===== config.mk =====
export PLATFORM = sky130hd
export DESIGN_NAME = buf_timer16
export DESIGN_NICKNAME = d
export VERILOG_FILES = /design/src/rtl/buf_timer16.sv
export SDC_FILE = /design/constraint.sdc
export NUM_CORES = 1
export LEC_CHECK = 0
export ABC_AREA = 1
export BUFFER_PORTS_ARGS = -buffer_cell sky130_fd_sc_hd__buf_2
export CORE_ASPECT_RATIO = 1.1
export CORE_MARGIN = 1.5
export CORE_UTILIZATION = 30
export CTS_CLUSTER_DIAMETER = 120
export DETAILED_ROUTE_END_ITERATION = 12
export PLACE_DENSITY_LB_ADDON = 0.08
export SETUP_SLACK_MARGIN = 0.3
export SLEW_MARGIN = 20
export SYNTH_ARGS = -nofsm -noshare
export SYNTH_HDL_FRONTEND = slang
export SYNTH_SLANG_ARGS = --single-unit

===== constraint.sdc =====
create_clock -name clk -period 2.1 [get_ports clk]
set_input_delay 0.42 -clock clk [delete_from_list [all_inputs] [get_ports clk]]
set_output_delay 0.42 -clock clk [all_outputs]
set_load 0.005 [all_outputs]

===== src/rtl/buf_timer16.sv =====
module buf_timer16 (
  input  logic       clk,
  input  logic       rst_n,
  input  logic [1:0] bus_addr,
  input  logic       wr_en,
  input  logic       rd_en,
  input  logic [7:0] wr_data,
  output logic [7:0] rd_data,
  input  logic       ext_clk,
  input  logic       trig_clr,
  output logic       ovf_flag
);
  logic [15:0] cnt;
  logic [7:0]  hbuf;
  logic        run, ext_sel, sync_en, buf_mode;
  logic [1:0]  ps_sel;
  logic [2:0]  ps;
  logic [1:0]  div;
  logic        e1, e2, e3;

  wire wr_lo   = wr_en && bus_addr == 2'd0;
  wire wr_hi   = wr_en && bus_addr == 2'd1;
  wire wr_ctl  = wr_en && bus_addr == 2'd2;
  wire wr_flg  = wr_en && bus_addr == 2'd3;
  wire rd_lo   = rd_en && bus_addr == 2'd0;

  wire ext_edge = sync_en ? (e2 & ~e3) : (e1 & ~e2);
  wire tick     = run && (ext_sel ? ext_edge : (div == 2'd3));
  wire [2:0] mask = {ps_sel == 2'd3, ps_sel[1], ps_sel != 2'd0};
  wire inc      = tick && ((ps & mask) == mask);
  wire cnt_busy = trig_clr || wr_lo || (wr_hi && !buf_mode);
  wire wrap     = inc && !cnt_busy && cnt == 16'hFFFF;

  always_ff @(posedge clk) begin
    if (!rst_n) begin
      {e1, e2, e3} <= 3'b000;
      div <= 2'd0;
    end else begin
      {e1, e2, e3} <= {ext_clk, e1, e2};
      div <= div + 2'd1;
    end
  end

  always_ff @(posedge clk) begin
    if (!rst_n) begin
      run <= 1'b0; ext_sel <= 1'b0; sync_en <= 1'b0;
      buf_mode <= 1'b0; ps_sel <= 2'd0;
    end else if (wr_ctl) begin
      run      <= wr_data[0];
      ext_sel  <= wr_data[1];
      sync_en  <= wr_data[2];
      ps_sel   <= wr_data[5:4];
      buf_mode <= wr_data[7];
    end
  end

  always_ff @(posedge clk) begin
    if (!rst_n)    ps <= 3'd0;
    else if (wr_lo) ps <= 3'd0;
    else if (tick)  ps <= ps + 3'd1;
  end

  always_ff @(posedge clk) begin
    if (!rst_n)                   cnt <= 16'd0;
    else if (trig_clr)            cnt <= 16'd0;
    else if (wr_lo)               cnt <= {buf_mode ? hbuf : cnt[15:8], wr_data};
    else if (wr_hi && !buf_mode)  cnt[15:8] <= wr_data;
    else if (inc)                 cnt <= cnt + 16'd1;
  end

  always_ff @(posedge clk) begin
    if (!rst_n)                   hbuf <= 8'd0;
    else if (wr_hi && buf_mode)   hbuf <= wr_data;
    else if (rd_lo && buf_mode)   hbuf <= cnt[15:8];
  end

  always_ff @(posedge clk) begin
    if (!rst_n)                     ovf_flag <= 1'b0;
    else if (wrap)                  ovf_flag <= 1'b1;
    else if (wr_flg && !wr_data[0]) ovf_flag <= 1'b0;
  end

  always_comb begin
    case (bus_addr)
      2'd0:    rd_data = cnt[7:0];
      2'd1:    rd_data = buf_mode ? hbuf : cnt[15:8];
      2'd2:    rd_data = {buf_mode, 1'b0, ps_sel, 1'b0, sync_en, ext_sel, run};
      default: rd_data = {7'd0, ovf_flag};
    endcase
  end
endmodule



==> summary.txt, run 1 <==
Critical path
  • CP Launch Type: flop
  • Setup CP Type: reg2out
  • Critical path required time: 1.68 ns
  • Critical Path End Type: output port
  • Worst Path Max Fanout: 6
  • Critical path arrival: 1.36 ns

Finish
  • ANT cells: 0
  • Multi-input gate area: 1541 um^2
  • Final Core Density: 37.44%
  • Final instance area: 3010 um^2
  • Most frequent cells in the layout: nand2_1 (114), nor2_1 (53), inv_1 (48)
  • Register Area: 784.5 um^2
  • Filler cells: 894
  • Share of cells above drive strength 1: 18.78%
  • Finished Layout Cells: 550
  • Commonest non-fill, non-tap cell in the layout: nand2_1
  • Area growth syn-to-layout: 18.87%
  • Nets: 460

Floorplan
  • Boundary pin count: 25
  • Floorplan die width: 90.60 um
  • Rows: 34
  • Initial core utilization: 31.50%
  • DIE AREA: 9002 um^2
  • Core Area: 8040 um^2
  • Die H: 99.36 um

Pwr
  • Power per Cell Area: 586.7 nW/um^2
  • Switching power share of the total: 29.44%
  • Max VDD drop: 0.2614 mV
  • Final Power: 1.766 mW
  • Leakage: 1.355 nW
  • Internal power: 1.246 mW
  • Sequential share of power: 44.6%
  • Clock power share: 39.4%
  • Comb power frac: 16.0%
  • Switch Pwr: 0.5199 mW

STA
  • Final setup TNS: 0 ns
  • Highest Clock Rate: 0.5619 GHz
  • Setup Skew: 0.009417 ns
  • Slew headroom: 72.97%
  • Least-Margin Pin Slew: 0.4040 ns
  • Fin crit period: 1.780 ns
  • RSZ-0062 raised after global routing: true
  • Final Max Tran Viols: 0
  • Period utilization: 84.74%
  • Setup violators final: 0
  • Fin Hold WS: 0.3107 ns
  • Setup ws final: 0.3205 ns
  • Endpoints failing hold: 0

CTS
  • CTS buffer count: 5
  • Htree depth: 2
  • Clock transition at path regs: 0.08 ns
  • CTS tree: yes
  • CTS Root Cell: clkbuf_8
  • Clock sink total: 39
  • Post-CTS Hold Buffers: 0
  • Clock Path Buffers: 2
  • Worst-skew pair later-pin latency: 0.30 ns

Synth
  • Seq/Total Area, Yosys: 30.83%
  • Synth Area per Inst: 6.222 um^2
  • Syn Inst Count: 407
  • Post-Syn Area: 2532 um^2
  • Syn nets: 426
  • Main synth FF type: dfxtp_1
  • EDFF count, synth: 0
  • Synth warn: 0
  • Unique masters post-synth: 31
  • Yosys reg bits: 39
  • Async set-reset flop share out of synthesis: 0%

GRT
  • Vias in the first global route: 2498
  • Initial antenna violation count: 0
  • First-pass GRT wire length: 13610 um
  • Largest net degree at the start of global routing: 27
  • All-Layer GR Usage: 19.75%
  • Grt total ovfl: 0

Place
  • Post-DP HPWL: 6540 um
  • Port bufs: 24
  • Cell Area, Placed: 2806 um^2
  • Placed cells: 538
  • Pre-CTS setup slack: 0.3289 ns
  • GP Congestion: 0.8406

Detailed routing
  • DR iter-0 viols: 205
  • Via count: 2679
  • DRC viols: 0
  • Pre-Repair DR Iteration Count: 7
  • Antenna-violating nets left: 0
  • DRT Wirelength: 8578 um
  • Avg Vias per Cell: 4.871
  • WL/cell: 15.60 um

Flow run
  • Max-cap viol count: 0

Min path
  • Hold Crit Class: in2reg

Run status
  • Status: completed
-- final timing paths --
path	start	end	slack [ns]	cells after the start
setup / recovery	buf_mode$_SDFFE_PN0P_	rd_data[7]	0.32	5
hold / removal	ext_clk	e1$_SDFF_PN0_	0.31	3
setup reg to reg	cnt[1]$_SDFFE_PP0P_	cnt[14]$_SDFFE_PP0P_	0.45	8
hold reg to reg	e1$_SDFF_PN0_	e2$_SDFF_PN0_	0.43	2
-- layer usage --
layer / track usage [%] / routed length [um] / vias to the layer above
li1: - / - / 1384
met1: 27.06 / 4270 / 1217
met2: 31.00 / 3767 / 66
met3: 3.440 / 374 / 12
met4: 7.326 / 165 / 0
met5: 0 / 0 / -
-- Yosys cell counts (all sizes together), types with 3 or more instances --
| cell type | number | area share, % |
|---|---|---|
| a21oi | 22 | 5.1 |
| buf | 6 | 1.2 |
| clkbuf | 3 | 0.44 |
| dfxtp | 39 | 31 |
| ha | 3 | 1.5 |
| inv | 55 | 8.4 |
| nand2 | 119 | 18 |
| nand3 | 29 | 6.2 |
| nand3b | 4 | 1.2 |
| nand4 | 3 | 0.74 |
| nor2 | 59 | 11 |
| o211ai | 6 | 1.8 |
| o21ai | 42 | 8.6 |
| o221ai | 4 | 1.4 |
| o22ai | 4 | 0.99 |
-- flip-flops by register name, indices dropped and copies added (netlist names) --
| signal | cells |
|---|---|
| buf_mode | 1 |
| cnt | 16 |
| div | 2 |
| e1 | 1 |
| e2 | 1 |
| e3 | 1 |
| ext_sel | 1 |
| hbuf | 8 |
| ovf_flag | 1 |
| ps | 3 |
| ps_sel | 2 |
| run | 1 |
| sync_en | 1 |
-- critical path: stages (launching register included) --
cell and delay, ns:
dfxtp_2 0.38, inv_2 0.10, nand2_1 0.09, o21ai_2 0.08
o221ai_1 0.23, buf_2 0.17
-- power by group through the flow --
stage / sequential (mW) / combinational, mW / clock, mW
after floorplan: 0.796 / 0.171 / 0
after global placement: 0.803 / 0.267 / 0
after detailed placement: 0.802 / 0.266 / 0
after CTS: 0.786 / 0.268 / 0.712
after global routing: 0.791 / 0.315 / 0.736
final: 0.788 / 0.283 / 0.695
-- area by class of cell --
type,instances,area share [%]
Clock buffer,6,2.743
Clock inverter,2,1.164
Inverter,55,7.107
Multi-Input combinational cell,304,51.21
Sequential cell,39,26.06
Tap cell,108,4.489
Timing Repair Buffer,36,7.232
-- cells by family (layout without fill, tap and decap cells) --
kind of cell               after synthesis  count (layout)  share of synthesized area, %
and+or+nand+nor                        217             217                         38.04
DFF                                     39              39                         30.83
AOI/OAI and AO/OA                       83              83                         19.22
adders and majority gates                3               3                         1.482
buffers and inverters                   64              99                         10.08
xor gates and xnor gates                 1               1                        0.3459
-- timing repair --
action,in CTS,in global routing
gates cloned,0,1
resized for setup,8,19
setup buffers,0,3
endpoints found under the setup margin,8,16
pin swaps,1,2
Power figures use the tool's default switching activity.
==> inputs of run 2 (changes only) <==
--- a/config.mk
+++ b/config.mk
@@ -5,7 +5,7 @@
 export SDC_FILE = /design/constraint.sdc
 export NUM_CORES = 1
 export LEC_CHECK = 0
-export ABC_AREA = 1
+export ABC_AREA = 0
 export BUFFER_PORTS_ARGS = -buffer_cell sky130_fd_sc_hd__buf_2
 export CORE_ASPECT_RATIO = 1.1
 export CORE_MARGIN = 1.5
==> constraint.sdc (replaced) <==
create_clock -name clk -period 1.9 [get_ports clk]
set_input_delay 0.38 -clock clk [delete_from_list [all_inputs] [get_ports clk]]
set_output_delay 0.38 -clock clk [all_outputs]
set_load 0.005 [all_outputs]
==> run 2 against run 1 <==
Compared with the run above: cell count decreased by 9.8%; clock skew increased by 0.00084 ns; combinational power increased by 11%; hold slack got worse by 0.026 ns; critical path depth decreased by 2; via count increased by 0.45%; the run now ends with negative setup slack left; area after synthesis increased by 1.9%; cell area increased by 21%; largest power group unchanged; setup slack got worse by 0.38 ns; global-route usage increased by 1.2 points.
==> summary.txt, run 2 <==
Run status
  • Status: complete, but fails checks
  • Failing checks: negative setup slack

Detailed routing
  • DRC viols: 0
  • DR iter-0 viols: 272
  • Via count: 2691
  • Antenna-violating nets left: 0
  • DRT Wirelength: 9451 um
  • Avg Vias per Cell: 5.425
  • WL/cell: 19.05 um
  • Pre-Repair DR Iteration Count: 4

Critical path
  • Critical path required time: 1.52 ns
  • Worst Path Max Fanout: 3
  • CP top delay family: multiplexers
  • Critical path cell sequence: mux2_4 > mux4_2 > buf_2
  • Crit path max-delay cell type: mux4_2
  • Crit path largest cell delay: 0.46 ns
  • CP Buf/Inv Count: 1
  • CP Launch Type: flop
  • Setup CP Type: reg2out
  • Critical Path End Type: output port
  • Critical path arrival: 1.58 ns

Synth
  • Syn Inst Count: 320
  • Main synth FF type: dfxtp_1
  • Adder-Cell Fraction of Synth Area: 1.454%
  • Synth Area in XOR/XNOR: 1.697%
  • Yosys reg bits: 39
  • Unique masters post-synth: 61
  • Largest family of logic cells by synthesized area: simple AND/OR/NAND/NOR gates
  • Synth cell count leaders: nand2_1 (43), dfxtp_1 (39), o21ai_0 (29)
  • Largest cells by area after synthesis: dfxtp_1 (30%), nand2_1 (6.3%), o21ai_0 (5.6%)
  • Synth Area per Inst: 8.066 um^2
  • Top-count cell post-synth: nand2_1
  • Post-Syn Area: 2581 um^2
  • Syn nets: 339
  • Synth warn: 0
  • Post-synth top area cell: dfxtp_1
  • Top-area cell type share of the netlist area: 30.25%
  • Mux share of post-synthesis cell area: 6.738%
  • Compound-gate portion of the synthesized area: 27.00%
  • Seq/Total Area, Yosys: 30.25%
  • Async set-reset flop share out of synthesis: 0%
  • Synth Area in Simple Gates: 27.29%
  • EDFF count, synth: 0

Min path
  • Hold Crit Class: in2reg

CTS
  • CTS Root Cell: clkbuf_8
  • Htree depth: 2
  • Worst-skew pair later-pin latency: 0.30 ns
  • Post-CTS Hold Buffers: 0
  • CTS buffer count: 5
  • Clock Path Buffers: 2
  • CTS tree: yes
  • Clock sink total: 39
  • Clock transition at path regs: 0.08 ns

Floorplan
  • Rows: 35
  • Initial core utilization: 30.86%
  • Floorplan die width: 91.44 um
  • DIE AREA: 9170 um^2
  • Boundary pin count: 25
  • Die H: 100.3 um
  • Core Area: 8364 um^2

Finish
  • Most frequent cells in the layout: buf_4 (42), nand2_1 (41), dfxtp_1 (26)
  • Share of cells above drive strength 1: 40.00%
  • Commonest non-fill, non-tap cell in the layout: buf_4
  • Biggest regs: cnt x16, hbuf x8, ps x3
  • Final Core Density: 43.64%
  • Max FFs per register: 16
  • Nets: 403
  • ANT cells: 0
  • Filler cells: 839
  • Area growth syn-to-layout: 41.40%
  • Reg with most FFs: cnt
  • Finished Layout Cells: 496

Pwr
  • Max VDD drop: 0.3361 mV
  • Power per Cell Area: 498.4 nW/um^2
  • Leakage: 1.415 nW
  • Final Power: 1.819 mW

STA
  • Fin Hold WS: 0.2845 ns
  • Endpoints failing hold: 0
  • Setup violators final: 2
  • Final Max Tran Viols: 0
  • Setup Skew: 0.01026 ns
  • Highest Clock Rate: 0.5109 GHz
  • Period utilization: 103.0%
  • Setup ws final: -0.05730 ns
  • RSZ-0062 raised after global routing: true
  • Least-Margin Pin Slew: 0.4365 ns
  • Slew headroom: 70.90%
  • Fin crit period: 1.957 ns
  • Final setup TNS: -0.05970 ns

GRT
  • Largest net degree at the start of global routing: 22
  • Initial antenna violation count: 0
  • Vias in the first global route: 2594
  • First-pass GRT wire length: 14860 um
  • Grt total ovfl: 0
  • All-Layer GR Usage: 20.93%

Place
  • Placed cells: 467
  • Post-DP HPWL: 6662 um
  • Port bufs: 24
  • GP Congestion: 0.8062

Flow run
  • Max-cap viol count: 0
## run 2: stage by stage
step	setup WS, ns	instance area [um^2]
after floorplan	0.2905	2603
after global placement	0.1158	3017
after CTS	-0.06442	3416
final	-0.05730	3650
after global routing	-0.1151	3650
after detailed placement	0.09137	3017
## run 2: area by class of cell
| type | instances | area, um^2 | area share, % |
|---|---|---|---|
| Inverter | 6 | 22.52 | 0.6171 |
| Timing Repair Buffer | 79 | 598.1 | 16.39 |
| Clock inverter | 1 | 7.507 | 0.2057 |
| Multi-Input combinational cell | 253 | 1989 | 54.51 |
| Sequential cell | 39 | 797.0 | 21.84 |
| Tap cell | 111 | 138.9 | 3.805 |
| Clock buffer | 7 | 96.34 | 2.640 |
## run 2: routing by layer
layer | GRT usage (%) | share of wire [%] | vias up
li1 | - | - | 1316
met1 | 28.40 | 45 | 1295
met2 | 34.85 | 49 | 63
met3 | 2.955 | 4.5 | 17
met4 | 5.409 | 1.9 | 0
met5 | 0 | 0 | -
## run 2: worst paths after layout
path / depth (start not counted) / from / end / slack, ns
worst max-delay path: 3 / buf_mode$_SDFFE_PN0P_ / rd_data[0] / -0.06
worst min register to register: 1 / div[0]$_SDFF_PN0_ / div[0]$_SDFF_PN0_ / 0.44
worst max register to register: 7 / div[0]$_SDFF_PN0_ / cnt[0]$_SDFFE_PP0P_ / 0.21
worst min-delay path: 2 / ext_clk / e1$_SDFF_PN0_ / 0.28
## run 2: kinds of logic after synthesis
kind of cell               Yosys count
and+or+nand+nor                    130
AOI/OAI and AO/OA                   98
DFF                                 39
buffers and inverters               29
muxes                               16
xor gates and xnor gates             5
adders and majority gates            3
## run 2: what timing repair did
| action | in CTS | in global routing |
|---|---|---|
| setup buffers | 12 | 8 |
| gates cloned | 0 | 1 |
| pin swaps | 14 | 15 |
| gates resized for setup | 51 | 41 |
| endpoints found under the hold margin | 0 | 0 |
| setup endpoints to repair | 30 | 30 |
## run 2: power by group
group          leakage (nW)  internal [mW]  switching, mW
Clock                0.0505          0.331          0.317
Combinational          1.04          0.134          0.179
Sequential            0.322          0.836         0.0210
Total                  1.42           1.30          0.517
==> inputs of run 3 (changes only) <==
--- a/config.mk
+++ b/config.mk
@@ -18,3 +18,4 @@
 export SYNTH_ARGS = -nofsm -noshare
 export SYNTH_HDL_FRONTEND = slang
 export SYNTH_SLANG_ARGS = --single-unit
+export TNS_END_PERCENT = 50
==> run 3 against run 2 <==
Compared with the run above: the run still ends with negative setup slack left; fmax shrank 2.4%; global-route usage barely moved; critical path type unchanged; combinational power grew 9.3%; sequential power barely moved; routed wire length grew 1.4%; flip-flop and latch count stayed put; highest routed layer unchanged; hold slack worse by 0.0066 ns.
==> summary.txt, run 3 (same netlist as run 2, synthesis figures left out) <==
STA
  • Setup violators final: 2
  • Endpoints failing hold: 0
  • Least-Margin Pin Slew: 0.4784 ns
  • Setup Skew: 0.004852 ns
  • Setup ws final: -0.1051 ns
  • Final Max Tran Viols: 0
  • Highest Clock Rate: 0.4987 GHz
  • Slew headroom: 68.00%
  • Period utilization: 105.5%
  • Fin crit period: 2.005 ns
  • RSZ-0062 raised after global routing: true

CTS
  • CTS tree: yes
  • Worst-skew pair later-pin latency: 0.30 ns
  • CTS buffer count: 5
  • Clock sink total: 39
  • Post-CTS Hold Buffers: 0
  • Clock transition at path regs: 0.09 ns
  • CTS Root Cell: clkbuf_8
  • Htree depth: 2
  • Clock Path Buffers: 2

Pwr
  • Power per Cell Area: 512.7 nW/um^2
  • Leakage: 1.446 nW
  • Final Power: 1.960 mW
  • Max VDD drop: 0.2563 mV

Finish
  • Register Area: 793.3 um^2
  • Filler cells: 862
  • Share of cells above drive strength 1: 42.03%
  • Area growth syn-to-layout: 48.13%
  • Most frequent cells in the layout: buf_4 (43), nand2_1 (40), dfxtp_1 (31)
  • ANT cells: 0
  • Max FFs per register: 16
  • Biggest regs: cnt x16, hbuf x8, ps x3
  • Commonest non-fill, non-tap cell in the layout: buf_4
  • Nets: 413
  • Multi-input gate area: 2044 um^2
  • Reg with most FFs: cnt
  • Finished Layout Cells: 506

Place
  • Pre-CTS setup slack: 0.05191 ns
  • Post-DP HPWL: 6484 um
  • Placed cells: 460
  • Port bufs: 24
  • GP Congestion: 0.8323

Critical path
  • CP top delay family: multiplexers
  • Critical path cell sequence: mux2_4 > mux4_2 > buf_2
  • Crit path largest cell delay: 0.48 ns
  • Critical path required time: 1.52 ns
  • Critical path arrival: 1.63 ns
  • Setup CP Type: reg2out
  • Critical Path End Type: output port
  • Crit path max-delay cell type: mux4_2
  • CP Launch Type: flop
  • Worst Path Max Fanout: 3
  • CP Buf/Inv Count: 1

Floorplan
  • DIE AREA: 9170 um^2
  • Initial core utilization: 30.86%
  • Core Area: 8364 um^2
  • Die H: 100.3 um
  • Floorplan die width: 91.44 um
  • Rows: 35
  • Boundary pin count: 25

Run status
  • Failing checks: negative setup slack
  • Status: complete, but fails checks

GRT
  • First-pass GRT wire length: 14560 um
  • Initial antenna violation count: 0
  • Largest net degree at the start of global routing: 22
  • Vias in the first global route: 2636
  • Grt total ovfl: 0
  • All-Layer GR Usage: 20.91%

Detailed routing
  • Antenna-violating nets left: 0
  • DRT Wirelength: 9582 um
  • DRC viols: 0
  • Avg Vias per Cell: 5.447
  • Pre-Repair DR Iteration Count: 5
  • WL/cell: 18.94 um
  • DR iter-0 viols: 207
  • Via count: 2756

Flow run
  • Max-cap viol count: 0

Min path
  • Hold Crit Class: in2reg
-- run 3: changes by cell type in the layout (fill, tap and decap cells not counted), sizes merged --
cell / change
buf: +10
bufinv: +1
clkbuf: -1
clkinv: +1
clkinvlp: -1
-- run 3: layout make-up --
type | count | share of cell area, %
Sequential cell | 39 | 20.75
Tap cell | 111 | 3.632
Clock buffer | 6 | 2.160
Multi-Input combinational cell | 253 | 53.47
Inverter | 6 | 0.5890
Clock inverter | 2 | 0.9162
Timing Repair Buffer | 89 | 18.49
-- run 3: metrics by stage --
step	instance area (um^2)	util [%]	TNS (ns)	hold WS [ns]
2_1_floorplan	2597	-	0	0.3984
3_3_place_gp	2959	35.38	0	0.4103
3_5_place_dp	2959	35.38	0	0.4161
4_1_cts	3486	41.68	-0.1500	0.2735
5_1_grt	3824	45.71	-0.3934	0.2816
6_report	3824	45.71	-0.1577	0.2779
-- run 3: repair_timing --
item	in CTS	in global routing
gates resized for setup	65	53
buffers inserted	18	19
pin swaps	26	34
setup endpoints to repair	25	32
gates cloned	1	0
-- run 3: metal layers --
metal	vias up	GRT usage [%]	wire length, um
met1	1309	26.98	4306
met2	94	33.87	4510
met5	-	0	0
met4	0	10.22	351
met3	25	3.485	414
li1	1328	-	-
-- run 3: path summary, 6_finish.rpt --
kind / start / endpoint / slack [ns] / cells past startpoint
setup / recovery: buf_mode$_SDFFE_PN0P_ / rd_data[0] / -0.11 / 3
hold reg to reg: e1$_SDFF_PN0_ / e2$_SDFF_PN0_ / 0.48 / 1
hold / removal: ext_clk / e1$_SDFF_PN0_ / 0.28 / 2
setup reg to reg: buf_mode$_SDFFE_PN0P_ / cnt[14]$_SDFFE_PP0P_ / 0.05 / 8
-- run 3: where the power goes --
| part | switching, mW | internal (mW) | total [mW] | leakage, nW |
|---|---|---|---|---|
| clock network | 0.336 | 0.426 | 0.761 | 0.0612 |
| logic | 0.189 | 0.153 | 0.342 | 1.07 |
| registers | 0.0222 | 0.835 | 0.857 | 0.320 |
-- run 3: worst reg2reg max path, cell delays in order, from the launching register on --
cell and delay [ns]:
dfxtp_4 0.37, buf_12 0.15, buf_8 0.12, buf_6 0.10, buf_8 0.12, and4bb_4 0.37, nor3_1 0.08, o32a_1 0.35
a21oi_1 0.14
